File: src/rtl/i2sclk_pkg.sv
package i2sclk_pkg;
  localparam int DIV_W  = 8;
  localparam int FACT_W = DIV_W + 1;
  localparam logic [DIV_W-1:0] DIV_MIN = DIV_W'(2);

  typedef struct packed {
    logic [DIV_W-1:0] div;
    logic             odd;
    logic             mck_en;
    logic             slot_long;
  } clk_cfg_t;

  // Divisors below the minimum are promoted to it.
  function automatic logic [DIV_W-1:0] clamp_div(input logic [DIV_W-1:0] d);
    return (d < DIV_MIN) ? DIV_MIN : d;
  endfunction

  // N = 2*d + odd : divisor in bits FACT_W-1..1, odd flag in bit 0.
  function automatic logic [FACT_W-1:0] div_factor(input logic [DIV_W-1:0] d, input logic odd);
    return {clamp_div(d), odd};
  endfunction

  // Length of the high phase: d + odd.
  function automatic logic [FACT_W-1:0] high_len(input logic [DIV_W-1:0] d, input logic odd);
    return {1'b0, clamp_div(d)} + {{DIV_W{1'b0}}, odd};
  endfunction
endpackage

File: src/rtl/i2sclk_prescaler.sv
module i2sclk_prescaler
  import i2sclk_pkg::*;
(
  input  logic              clk,
  input  logic              rst_n,
  input  logic              run,
  input  logic [FACT_W-1:0] factor,
  input  logic [FACT_W-1:0] high,
  output logic              base_lvl,
  output logic              base_rise,
  output logic              base_fall,
  output logic              base_end
);
  logic [FACT_W-1:0] cnt;
  logic              cnt_last;

  assign cnt_last = (cnt == (factor - 1'b1));

  always_ff @(posedge clk) begin
    if (!rst_n)        cnt <= '0;
    else if (!run)     cnt <= '0;
    else if (cnt_last) cnt <= '0;
    else               cnt <= cnt + 1'b1;
  end

  assign base_lvl  = run && (cnt < high);
  assign base_rise = run && (cnt == '0);
  assign base_fall = run && (cnt == high);
  assign base_end  = run && cnt_last;

  assert_cnt_bound_R2: assert property (@(posedge clk) disable iff (!rst_n)
    run |-> (cnt < factor));

  assert_high_first_R3: assert property (@(posedge clk) disable iff (!rst_n)
    base_fall |-> ($past(base_lvl) && !base_lvl));
endmodule

File: src/rtl/i2sclk_bitdiv.sv
module i2sclk_bitdiv #(
  parameter int RAT_W = 4
) (
  input  logic             clk,
  input  logic             rst_n,
  input  logic             run,
  input  logic             mck_mode,
  input  logic [RAT_W-1:0] ratio,
  input  logic             base_lvl,
  input  logic             base_rise,
  input  logic             base_fall,
  input  logic             base_end,
  output logic             sck_lvl,
  output logic             sck_rise,
  output logic             sck_fall,
  output logic             sck_end
);
  localparam int BC_W = RAT_W - 1;

  logic [BC_W-1:0]  bcnt;
  logic [RAT_W-1:0] bcnt_x;
  logic [RAT_W-1:0] half;
  logic             b_last;

  assign bcnt_x = {1'b0, bcnt};
  assign half   = ratio >> 1;
  assign b_last = (bcnt_x == (ratio - 1'b1));

  always_ff @(posedge clk) begin
    if (!rst_n)                   bcnt <= '0;
    else if (!run || !mck_mode)   bcnt <= '0;
    else if (base_end)            bcnt <= b_last ? '0 : bcnt + 1'b1;
  end

  always_comb begin
    if (mck_mode) begin
      sck_lvl  = run && (bcnt_x < half);
      sck_rise = base_rise && (bcnt == '0);
      sck_fall = base_rise && (bcnt_x == half);
      sck_end  = base_end && b_last;
    end else begin
      sck_lvl  = base_lvl;
      sck_rise = base_rise;
      sck_fall = base_fall;
      sck_end  = base_end;
    end
  end

  assert_bcnt_bound_R5: assert property (@(posedge clk) disable iff (!rst_n)
    run |-> (bcnt_x < ratio));
endmodule

File: src/rtl/i2sclk_framer.sv
module i2sclk_framer #(
  parameter int SHORT_SLOT = 16,
  parameter int LONG_SLOT  = 32
) (
  input  logic clk,
  input  logic rst_n,
  input  logic run,
  input  logic slot_long,
  input  logic sck_rise,
  input  logic sck_end,
  output logic frame_stb
);
  localparam int FR_W = $clog2(2 * LONG_SLOT);
  localparam logic [FR_W-1:0] LAST_S = FR_W'(2 * SHORT_SLOT - 1);
  localparam logic [FR_W-1:0] LAST_L = FR_W'(2 * LONG_SLOT - 1);

  logic [FR_W-1:0] scnt;
  logic [FR_W-1:0] last_bit;

  assign last_bit = slot_long ? LAST_L : LAST_S;

  always_ff @(posedge clk) begin
    if (!rst_n)       scnt <= '0;
    else if (!run)    scnt <= '0;
    else if (sck_end) scnt <= (scnt == last_bit) ? '0 : scnt + 1'b1;
  end

  assign frame_stb = sck_rise && (scnt == '0);

  assert_scnt_bound_R7: assert property (@(posedge clk) disable iff (!rst_n)
    (run && !slot_long) |-> (scnt <= LAST_S));
endmodule

File: src/rtl/i2sclk_gen.sv
module i2sclk_gen
  import i2sclk_pkg::*;
#(
  parameter int SHORT_SLOT = 16,
  parameter int LONG_SLOT  = 32,
  parameter int MCK_MULT   = 256
) (
  input  logic             clk,
  input  logic             rst_n,
  input  logic             enable,
  input  logic [DIV_W-1:0] div_i,
  input  logic             odd_i,
  input  logic             mck_req_i,
  input  logic             slot_long_i,
  output logic             mck_o,
  output logic             mck_oe,
  output logic             sck_o,
  output logic             sck_rise_o,
  output logic             sck_fall_o,
  output logic             frame_stb_o
);
  localparam int RAT_SHORT = MCK_MULT / (2 * SHORT_SLOT);
  localparam int RAT_LONG  = MCK_MULT / (2 * LONG_SLOT);
  localparam int RAT_W     = $clog2(RAT_SHORT) + 1;

  clk_cfg_t          cfg_q;
  logic              run;
  logic [FACT_W-1:0] factor, high;
  logic [RAT_W-1:0]  ratio;

  // Configuration is admitted only while disabled.
  always_ff @(posedge clk) begin
    if (!rst_n) begin
      cfg_q <= '0;
      run   <= 1'b0;
    end else begin
      run <= enable;
      if (!enable) cfg_q <= '{div: div_i, odd: odd_i, mck_en: mck_req_i, slot_long: slot_long_i};
    end
  end

  assign factor = div_factor(cfg_q.div, cfg_q.odd);
  assign high   = high_len(cfg_q.div, cfg_q.odd);
  assign ratio  = cfg_q.slot_long ? RAT_W'(RAT_LONG) : RAT_W'(RAT_SHORT);

  logic base_lvl, base_rise, base_fall, base_end;
  logic sck_end;

  i2sclk_prescaler u_pre (
    .clk(clk), .rst_n(rst_n), .run(run), .factor(factor), .high(high),
    .base_lvl(base_lvl), .base_rise(base_rise), .base_fall(base_fall), .base_end(base_end)
  );

  i2sclk_bitdiv #(.RAT_W(RAT_W)) u_bit (
    .clk(clk), .rst_n(rst_n), .run(run), .mck_mode(cfg_q.mck_en), .ratio(ratio),
    .base_lvl(base_lvl), .base_rise(base_rise), .base_fall(base_fall), .base_end(base_end),
    .sck_lvl(sck_o), .sck_rise(sck_rise_o), .sck_fall(sck_fall_o), .sck_end(sck_end)
  );

  i2sclk_framer #(.SHORT_SLOT(SHORT_SLOT), .LONG_SLOT(LONG_SLOT)) u_frm (
    .clk(clk), .rst_n(rst_n), .run(run), .slot_long(cfg_q.slot_long),
    .sck_rise(sck_rise_o), .sck_end(sck_end), .frame_stb(frame_stb_o)
  );

  assign mck_oe = run && cfg_q.mck_en;
  assign mck_o  = mck_oe && base_lvl;

  assert_sck_rise_edge_R6: assert property (@(posedge clk) disable iff (!rst_n)
    sck_rise_o |-> (sck_o && !$past(sck_o)));

  assert_sck_fall_edge_R6: assert property (@(posedge clk) disable iff (!rst_n)
    sck_fall_o |-> (!sck_o && $past(sck_o)));

  assert_mck_quiet_R4: assert property (@(posedge clk) disable iff (!rst_n)
    !mck_oe |-> !mck_o);

  assert_frame_on_rise_R7: assert property (@(posedge clk) disable iff (!rst_n)
    frame_stb_o |-> sck_rise_o);

  assert_cfg_frozen_R8: assert property (@(posedge clk) disable iff (!rst_n)
    (run && $past(run)) |-> $stable(cfg_q));

  assert_restart_R9: assert property (@(posedge clk) disable iff (!rst_n)
    $rose(run) |-> (sck_rise_o && frame_stb_o && sck_o));
endmodule

File: config.mk
export PLATFORM = sky130hd
export DESIGN_NAME = i2sclk_gen
export DESIGN_NICKNAME = d
export VERILOG_FILES = /design/src/rtl/i2sclk_pkg.sv /design/src/rtl/i2sclk_prescaler.sv /design/src/rtl/i2sclk_bitdiv.sv /design/src/rtl/i2sclk_framer.sv /design/src/rtl/i2sclk_gen.sv
export SDC_FILE = /design/constraint.sdc
export NUM_CORES = 1
export LEC_CHECK = 0
export BUFFER_PORTS_ARGS = -buffer_cell sky130_fd_sc_hd__buf_2
export CORE_ASPECT_RATIO = 1.75
export CORE_MARGIN = 4
export CORE_UTILIZATION = 48
export DETAILED_ROUTE_END_ITERATION = 12
export PLACE_DENSITY_LB_ADDON = 0.08
export SYNTH_ARGS = -nofsm -noshare
export SYNTH_HDL_FRONTEND = slang
export SYNTH_SLANG_ARGS = --single-unit
File: constraint.sdc
create_clock -name clk -period 3.12 [get_ports clk]
set_input_delay 0.468 -clock clk [delete_from_list [all_inputs] [get_ports clk]]
set_output_delay 0.468 -clock clk [all_outputs]
set_load 0.02 [all_outputs]
* Word-level counts from Yosys, hierarchy flattened
Index checks and enable logic that the tools add are counted.
Word-level totals: flip-flop bits (word level) 30, bits of input ports 14, output and inout bits 6
Operators by class: add/subtract/negate cells 6, order comparisons 3, equal/unequal tests 5, mux-type cells 9, bitwise logic cells 2, reduce and logical (&&, ||, !) cells 20
Operator list (number):
- 9-bit == test | 2
- 6-bit 2-to-1 mux | 2
- 1-bit logical AND | 11
- 8-bit by 1-bit adder with 9-bit output | 1
- 9-bit by 1-bit adder with 9-bit output (second input constant) | 1
- 9-bit logical NOT | 1
- 9-bit less-than comparator | 1
- 9-bit by 1-bit subtractor with 9-bit output (second input constant) | 1
- 8-bit by 2-bit less-than comparator with 1-bit output (second input constant) | 1
- 8-bit 2-to-1 mux | 1
- 6-bit by 1-bit adder with 6-bit output (second input constant) | 1
- 6-bit == test | 1
- 6-bit logical NOT | 1
- 3-bit by 4-bit == test with 1-bit output | 1
- 1-bit 2-to-1 mux | 4
- 4-bit 2-to-1 mux | 1
- 4-bit by 1-bit subtractor with 4-bit output (second input constant) | 1
- 3-bit by 1-bit adder with 3-bit output (second input constant) | 1
- 3-bit == test | 1
- 3-bit logical NOT | 1
- 3-bit less-than comparator | 1
- 3-bit 2-to-1 mux | 1
- 3-bit OR reduction | 1
- 1-bit logical NOT | 2
- other kinds (4) | 5

* Longest topological paths before layout
Gate-level depths: netlist of run 1.
word-level depth 7, gate-level depth with buffers 16, gate-level depth less buffers 15

* Cells and area by module
A second synthesis of run 1 with hierarchy kept.
Second synthesis, totals: cells, all modules 270, area, all modules 2308.5 um^2
Modules (own cells, without submodules):
- i2sclk_prescaler | instances 1, cells an instance 117, area an instance 974.7 um^2, sequential area each 180.2 um^2
- i2sclk_gen | instances 1, cells an instance 69, area an instance 648.1 um^2, sequential area each 240.2 um^2
- i2sclk_bitdiv | instances 1, cells an instance 45, area an instance 356.6 um^2, sequential area each 60.1 um^2
- i2sclk_framer | instances 1, cells an instance 39, area an instance 329.1 um^2, sequential area each 120.1 um^2

* Worst setup path before layout of run 1
No wires, ideal clock.
path type reg2out, from register cfg_q[6] (netlist name), to output port mck_o, data arrival time 2942 ps, setup slack -290 ps, cell stages (with the launch flop) 17, path buffers 1, cell sequence dfxtp_1 -> buf_6 -> nor4_4 -> nand2_2 -> nand2_1 -> inv_1 -> ha_1 -> ha_1 -> inv_1 -> ha_1 -> nor2b_1 -> o21a_1 -> o21a_1 -> o21ai_0 -> a21oi_1 -> nor4b_1 -> and2_1
On the way: word-level cells in the longest chain between the ends 6
RTL lines:
- from (decl) | RTL line i2sclk_gen.sv:26 | clk_cfg_t cfg_q;
- from (signal assigned) | RTL line i2sclk_gen.sv:38 | if (!enable) cfg_q <= '{div: div_i, odd: odd_i, mck_en: mck_req_i, slot_long: slot_long_i};
- 8-bit by 2-bit less-than comparator with 1-bit output | RTL line i2sclk_pkg.sv:15 | return (d < DIV_MIN) ? DIV_MIN : d;
- 8-bit 2-to-1 mux (*) | RTL line i2sclk_pkg.sv:15
- 8-bit by 1-bit adder with 9-bit output (*) | RTL line i2sclk_pkg.sv:25 | return {1'b0, clamp_div(d)} + {{DIV_W{1'b0}}, odd};
- 9-bit less-than comparator (*) | RTL line i2sclk_prescaler.sv:26 | assign base_lvl = run && (cnt < high);
- 1-bit logical AND (*) | RTL line i2sclk_prescaler.sv:26
- 1-bit logical AND (*) | RTL line i2sclk_gen.sv:66 | assign mck_o = mck_oe && base_lvl;
- to (decl) | RTL line i2sclk_gen.sv:15 | output logic mck_o,
Mark *: on every way between the ends. The rest lies on a longest branch, timed or not.

* Worst setup path after layout of run 1
from register cfg_q[5] (netlist name), to output port mck_o
The elaborated chain is that of the path after synthesis.

==> run metrics, run 1 <==
result of the run=finished, violations left; failing checks=negative setup slack; largest net degree at the start of global routing=15; hold path start=div_i[7]; first-pass GRT wire length=8380 µm; Port Buf Inserts=19; Post-Syn Area per Cell=8.82 µm²; Final Power=0.923 mW; Max FO, Critical Path=2; number of cells on the worst hold path=3; CP Launch Point=cfg_q[5]; Post-DP HPWL=3940 µm; final setup vio count=3; EDFF count, synth=0; via/cell ratio=5.58; Synth area leaders=dfxtp_1, ha_1, xor2_1; Slew @ Worst Pin=384 ps; Max Cap Viol=0; I/O pin cnt=20; Pleak=1.08 nW; die height=96.8 µm; Post-Synthesis Cells=245; Max IR drop VDD=0.295 mV; n_diodes=0; Total GRT Usage=0.189; DR iter-0 viols=37; FF-to-FF End=u_frm.scnt[4]; Synth top area share=0.278; Starting Density=0.495; Switch Pwr=0.262 mW; site row count=32; power density over the cells=348 nW/µm²; Slew HR=0.742; antenna violations before repair=0; Avg WL per Cell=15.0 µm; clk slew on worst S/H paths=60 ps; combinational power share=0.243; core area=4360 µm²; endpoint class of the critical path=output pin; Non-Filler Instances=335; die area=5680 µm²; WHS=438 ps; Syn-to-layout area delta=22.8%; register area share after synthesis=0.278; Clock Power Share=0.317; syn_nets=279; area used by multi-input combinational logic=1570 µm²; ANT nets after route=0; number of buffers created by CTS=5; GR Util met3=0.0360; CTS Buffer Depth=2; Clock Latency Late Sink=280 ps; crit path capture=mck_o; Clock Root Buffer=clkbuf_8; Sw Ratio=0.284; RR Startpoint=cfg_q[5]; Max Freq=281 MHz; CTS tree=yes; total grt overflow=0; unrepaired setup endpoints after global routing=yes; share of cells above drive strength 1=0.278; r2r worst-path depth=12; width of the die=58.7 µm; placed cells=323; cts hold-fix bufs=0; DRT Wirelength=5030 µm; Filler cells=407; total vias in the final route=1870; critical path launch point type=flip-flop; Post-synth top flop=dfxtp_1; met2 usage=0.341; Reg power frac=0.440; flops & latches, synth=30; Place WS=-289 ps; FF-to-FF setup slack=220 ps; fin. max-slew vios=0; register area=603 µm²; Tmin final=3560 ps; M1 GR Usage=0.199; H-tree depth=2; P_int=0.661 mW; DR DRC count=0; fin nets=318; ys async rst share=0; Syn. warnings=0; Setup WS post-layout=-445 ps; Fin. Hold Viols=0; clock sink count=30; Crit Path Class=flip-flop to output pin; busiest grt layer=met2; clk_skew=3.87 ps; vias in the first global route=1866; drt pass-1 iters=4; Critical Path AT=3100 ps; HP Class=input port to flip-flop; RePlAce Congestion=0.820; Worst Path Required=2650 ps; Synth area leader=dfxtp_1; Mapped Area=2160 µm²; period utilisation layout=1.14; Cell variety after synth=54
stage by stage:
stage	instance area, µm²	setup TNS (ps)	util
floorplan	2220	-328	-
global placement	2430	-385	0.556
detailed placement	2430	-539	0.556
CTS	2600	-1150	0.595
global route	2660	-1520	0.608
finish	2660	-1130	0.608
worst min path at each step:
stage               endpoint  slack, ps
2_1_floorplan  u_bit.bcnt[0]        460
3_3_place_gp   u_bit.bcnt[0]        480
3_5_place_dp   u_bit.bcnt[0]        480
4_1_cts            cfg_q[10]        440
5_1_grt             cfg_q[2]        450
6_report           cfg_q[10]        440
cell usage in the layout (no fill, tap or decap), types with 5 or more instances in the layout:
cell type,n
inv_1,13
ha_1,15
buf_6,5
mux2i_1,12
xnor2_1,7
clkbuf_8,5
nand2_1,14
xor2_1,17
nor2b_1,12
a21oi_1,10
buf_4,19
buf_2,16
o21ai_0,7
and2_1,5
dfxtp_1,28
nor2_1,13
nand4_1,8
nand3_1,7
flip-flops by register name (all words and copies together) (netlist names):
signal and cells:
cfg_q 11, run 1, u_bit.bcnt 3, u_frm.scnt 6
u_pre.cnt 9
final cells by class:
class,instances,area share
inverters,15,0.0221
well taps,51,0.0240
repair buffers,40,0.105
flip-flops and latches,30,0.227
clock buffers,7,0.0287
multi-input cells,192,0.593
timing repair:
| action | 4_1_cts | 5_1_grt |
|---|---|---|
| pin swaps | 17 | 8 |
| setup endpoints to repair | 3 | 10 |
| gates resized for setup | 15 | 10 |
| setup buffers | 6 | 1 |
synthesized netlist by cell type, drive strengths merged (2+ instances only):
| cell type | number |
|---|---|
| dfxtp | 30 |
| ha | 20 |
| xor2 | 17 |
| nand2 | 16 |
| inv | 15 |
| nor2 | 13 |
| nor2b | 13 |
| mux2i | 12 |
| a21oi | 11 |
| nand3 | 9 |
| nand4 | 9 |
| o21ai | 9 |
| xnor2 | 7 |
| and2 | 6 |
| and3 | 5 |
| nor3 | 5 |
| buf | 4 |
| clkbuf | 4 |
| a32o | 3 |
| nor4 | 3 |
| nor4b | 3 |
| or3 | 3 |
| a211o | 2 |
| and3b | 2 |
| nand2b | 2 |
| nor3b | 2 |
| o21a | 2 |
| o22ai | 2 |
| or4 | 2 |
per-layer routing:
layer | routed length, µm | vias to the layer above | part of all wire
li1 | - | 945 | -
met1 | 1970 | 881 | 0.39
met2 | 2760 | 31 | 0.55
met3 | 155 | 13 | 0.031
met4 | 149 | 0 | 0.030
met5 | 0 | - | 0
worst max-delay path, stage by stage (launching register included):
cell and delay [ps]:
dfxtp_2 330, nor4_4 300, nand2_2 90, nand2_2 80
inv_2 40, ha_4 150, ha_4 270, inv_4 30
ha_4 200, nor2b_4 120, o21a_1 170, o21a_1 180
o21ai_2 130, a21oi_2 90, nor4b_4 320, and2_4 200
buf_6 110
cells by family after synthesis:
| kind of cell | count (synthesis) | share of synthesized area |
|---|---|---|
| AND/OR/NAND/NOR | 98 | 0.277 |
| AO/OA/AOI/OAI | 38 | 0.119 |
| flip-flops | 30 | 0.278 |
| XOR/XNOR | 24 | 0.0972 |
| buffers and inverters | 23 | 0.0579 |
| adder cells (fa/ha/maj) | 20 | 0.116 |
| multiplexers | 12 | 0.0556 |
power groups by stage:
stage                     Combinational (mW)  Clock, mW  Sequential (mW)
final                                  0.224      0.293            0.406
after global routing                   0.244      0.318            0.407
after CTS                              0.209      0.305            0.406
after detailed placement               0.192          0            0.414
after global placement                 0.189          0            0.414
after floorplan                        0.139          0            0.411
No activity file was read; power rests on OpenSTA's default activity.
==> inputs of run 2 (changes only) <==
--- a/config.mk
+++ b/config.mk
@@ -10,6 +10,7 @@
 export CORE_MARGIN = 4
 export CORE_UTILIZATION = 48
 export DETAILED_ROUTE_END_ITERATION = 12
+export MAX_ROUTING_LAYER = met4
 export PLACE_DENSITY_LB_ADDON = 0.08
 export SYNTH_ARGS = -nofsm -noshare
 export SYNTH_HDL_FRONTEND = slang
==> run 2 against run 1 <==
  * The flow still finishes with violations (negative setup slack)
  * Worst hold slack barely moved
  * Clock skew barely moved
  * Global-route usage rose by 0.45 points
  * Final area did not move
  * Core utilization did not move
  * Setup slack got worse by 3.8 ps
  * Clock power barely moved
  * Critical path depth did not move
  * Maximum frequency fell by 0.11%
  * Critical path type unchanged
==> run metrics, run 2 (same netlist as run 1, synthesis figures left out) <==
width of the die=58.7 µm; DRT Wirelength=5040 µm; Worst Path Required=2650 ps; RePlAce Congestion=0.832; I/O pin cnt=20; Place WS=-289 ps; Avg WL per Cell=15.0 µm; final instance area=2660 µm²; r2r worst-path depth=12; Max FO, Critical Path=2; Reg with most FFs=cfg_q; FF-to-FF End=u_frm.scnt[4]; combinational power share=0.243; fin. max-slew vios=0; Clock Root Buffer=clkbuf_8; endpoint class of the critical path=output pin; FF-to-FF setup slack=220 ps; via/cell ratio=5.57; Post-DP HPWL=3940 µm; share of cells above drive strength 1=0.278; Reg power frac=0.440; critical path launch point type=flip-flop; M1 GR Usage=0.200; unrepaired setup endpoints after global routing=yes; Clock Latency Late Sink=280 ps; HP Class=input port to flip-flop; fin nets=318; ANT nets after route=0; Area after DPL=2430 µm²; period utilisation layout=1.14; max reg flops=11; total vias in the final route=1865; final setup TNS=-1130 ps; commonest non-fill, non-tap cells in the layout=dfxtp_1, buf_4, xor2_1, buf_2, ha_1; CP Launch Point=cfg_q[5]; CTS tree=yes; total grt overflow=0; site row count=32; vias in the first global route=1866; Slew @ Worst Pin=384 ps; Slew HR=0.742; Starting Density=0.495; Critical Path AT=3100 ps; cts hold-fix bufs=0; result of the run=finished, violations left; n_diodes=0; drt pass-1 iters=4; placed cells=323; Switch Pwr=0.263 mW; Clock Power Share=0.318; DR iter-0 viols=37; busiest grt layer=met2; Total GRT Usage=0.194; antenna violations before repair=0; Port Buf Inserts=19; clk slew on worst S/H paths=60 ps; die height=96.8 µm; CTS Buffer Depth=2; Crit Path Class=flip-flop to output pin; met2 usage=0.341; DR DRC count=0; Setup WS post-layout=-448 ps; RR Startpoint=cfg_q[5]; failing checks=negative setup slack; crit path capture=mck_o; core area=4360 µm²; Max Freq=280 MHz; Fin. Hold Viols=0; final setup vio count=3; Sw Ratio=0.285; GR Util met3=0.0320; commonest non-fill, non-tap cell in the layout=dfxtp_1; largest net degree at the start of global routing=15; Pleak=1.08 nW; H-tree depth=2; first-pass GRT wire length=8380 µm; die area=5680 µm²; Non-Filler Instances=335; P_int=0.660 mW; power density over the cells=348 nW/µm²; number of buffers created by CTS=5; Largest regs=cfg_q x11, u_pre.cnt x9, u_frm.scnt x6; clk_skew=3.69 ps; Max IR drop VDD=0.295 mV; Syn-to-layout area delta=22.8%; Tmin final=3570 ps; clock sink count=30; Max Cap Viol=0
[run 2: metal layers]
metal,part of all wire,vias up
li1,-,946
met1,0.39,874
met2,0.55,31
met3,0.032,14
met4,0.029,0
met5,0,-
[run 2: layout make-up]
class | instances | area [µm²]
clock buffers | 7 | 76.3
fillers | 407 | 1710
inverters | 15 | 58.8
multi-input cells | 192 | 1570
flip-flops and latches | 30 | 603
well taps | 51 | 63.8
repair buffers | 40 | 279
[run 2: power groups by stage]
stage | Sequential [mW] | Combinational, mW | Clock (mW)
after global routing | 0.407 | 0.244 | 0.318
after CTS | 0.406 | 0.209 | 0.305
after detailed placement | 0.414 | 0.192 | 0
after floorplan | 0.411 | 0.139 | 0
after global placement | 0.414 | 0.189 | 0
final | 0.406 | 0.224 | 0.294
[run 2: worst min-delay path by stage]
stage,start,end,slack (ps),cells after the start
after global routing,odd_i,cfg_q[2],460,3
after CTS,div_i[7],cfg_q[10],440,3
final,div_i[7],cfg_q[10],440,3
after global placement,u_bit.bcnt[0],u_bit.bcnt[0],480,2
after floorplan,u_bit.bcnt[0],u_bit.bcnt[0],460,2
after detailed placement,u_bit.bcnt[0],u_bit.bcnt[0],480,2
[run 2: metrics by stage]
stage | power (mW) | hold slack [ps] | util
after floorplan | 0.550 | 461 | -
after global placement | 0.603 | 476 | 0.556
after detailed placement | 0.607 | 481 | 0.556
after CTS | 0.920 | 435 | 0.595
after global routing | 0.969 | 455 | 0.608
final | 0.924 | 438 | 0.608
[run 2: timing repair]
item,CTS,global route
setup endpoints to repair,3,10
gates resized for setup,15,10
cloned,0,0
buffers inserted,6,1
pin swaps,17,8
[run 2: critical path: stages, from the launching register on]
cell     delay (ps)
dfxtp_2         330
nor4_4          300
nand2_2          90
nand2_2          80
inv_2            40
ha_4            150
ha_4            270
inv_4            30
ha_4            200
nor2b_4         120
o21a_1          170
o21a_1          180
o21ai_2         140
a21oi_2          90
nor4b_4         320
and2_4          200
buf_6           110
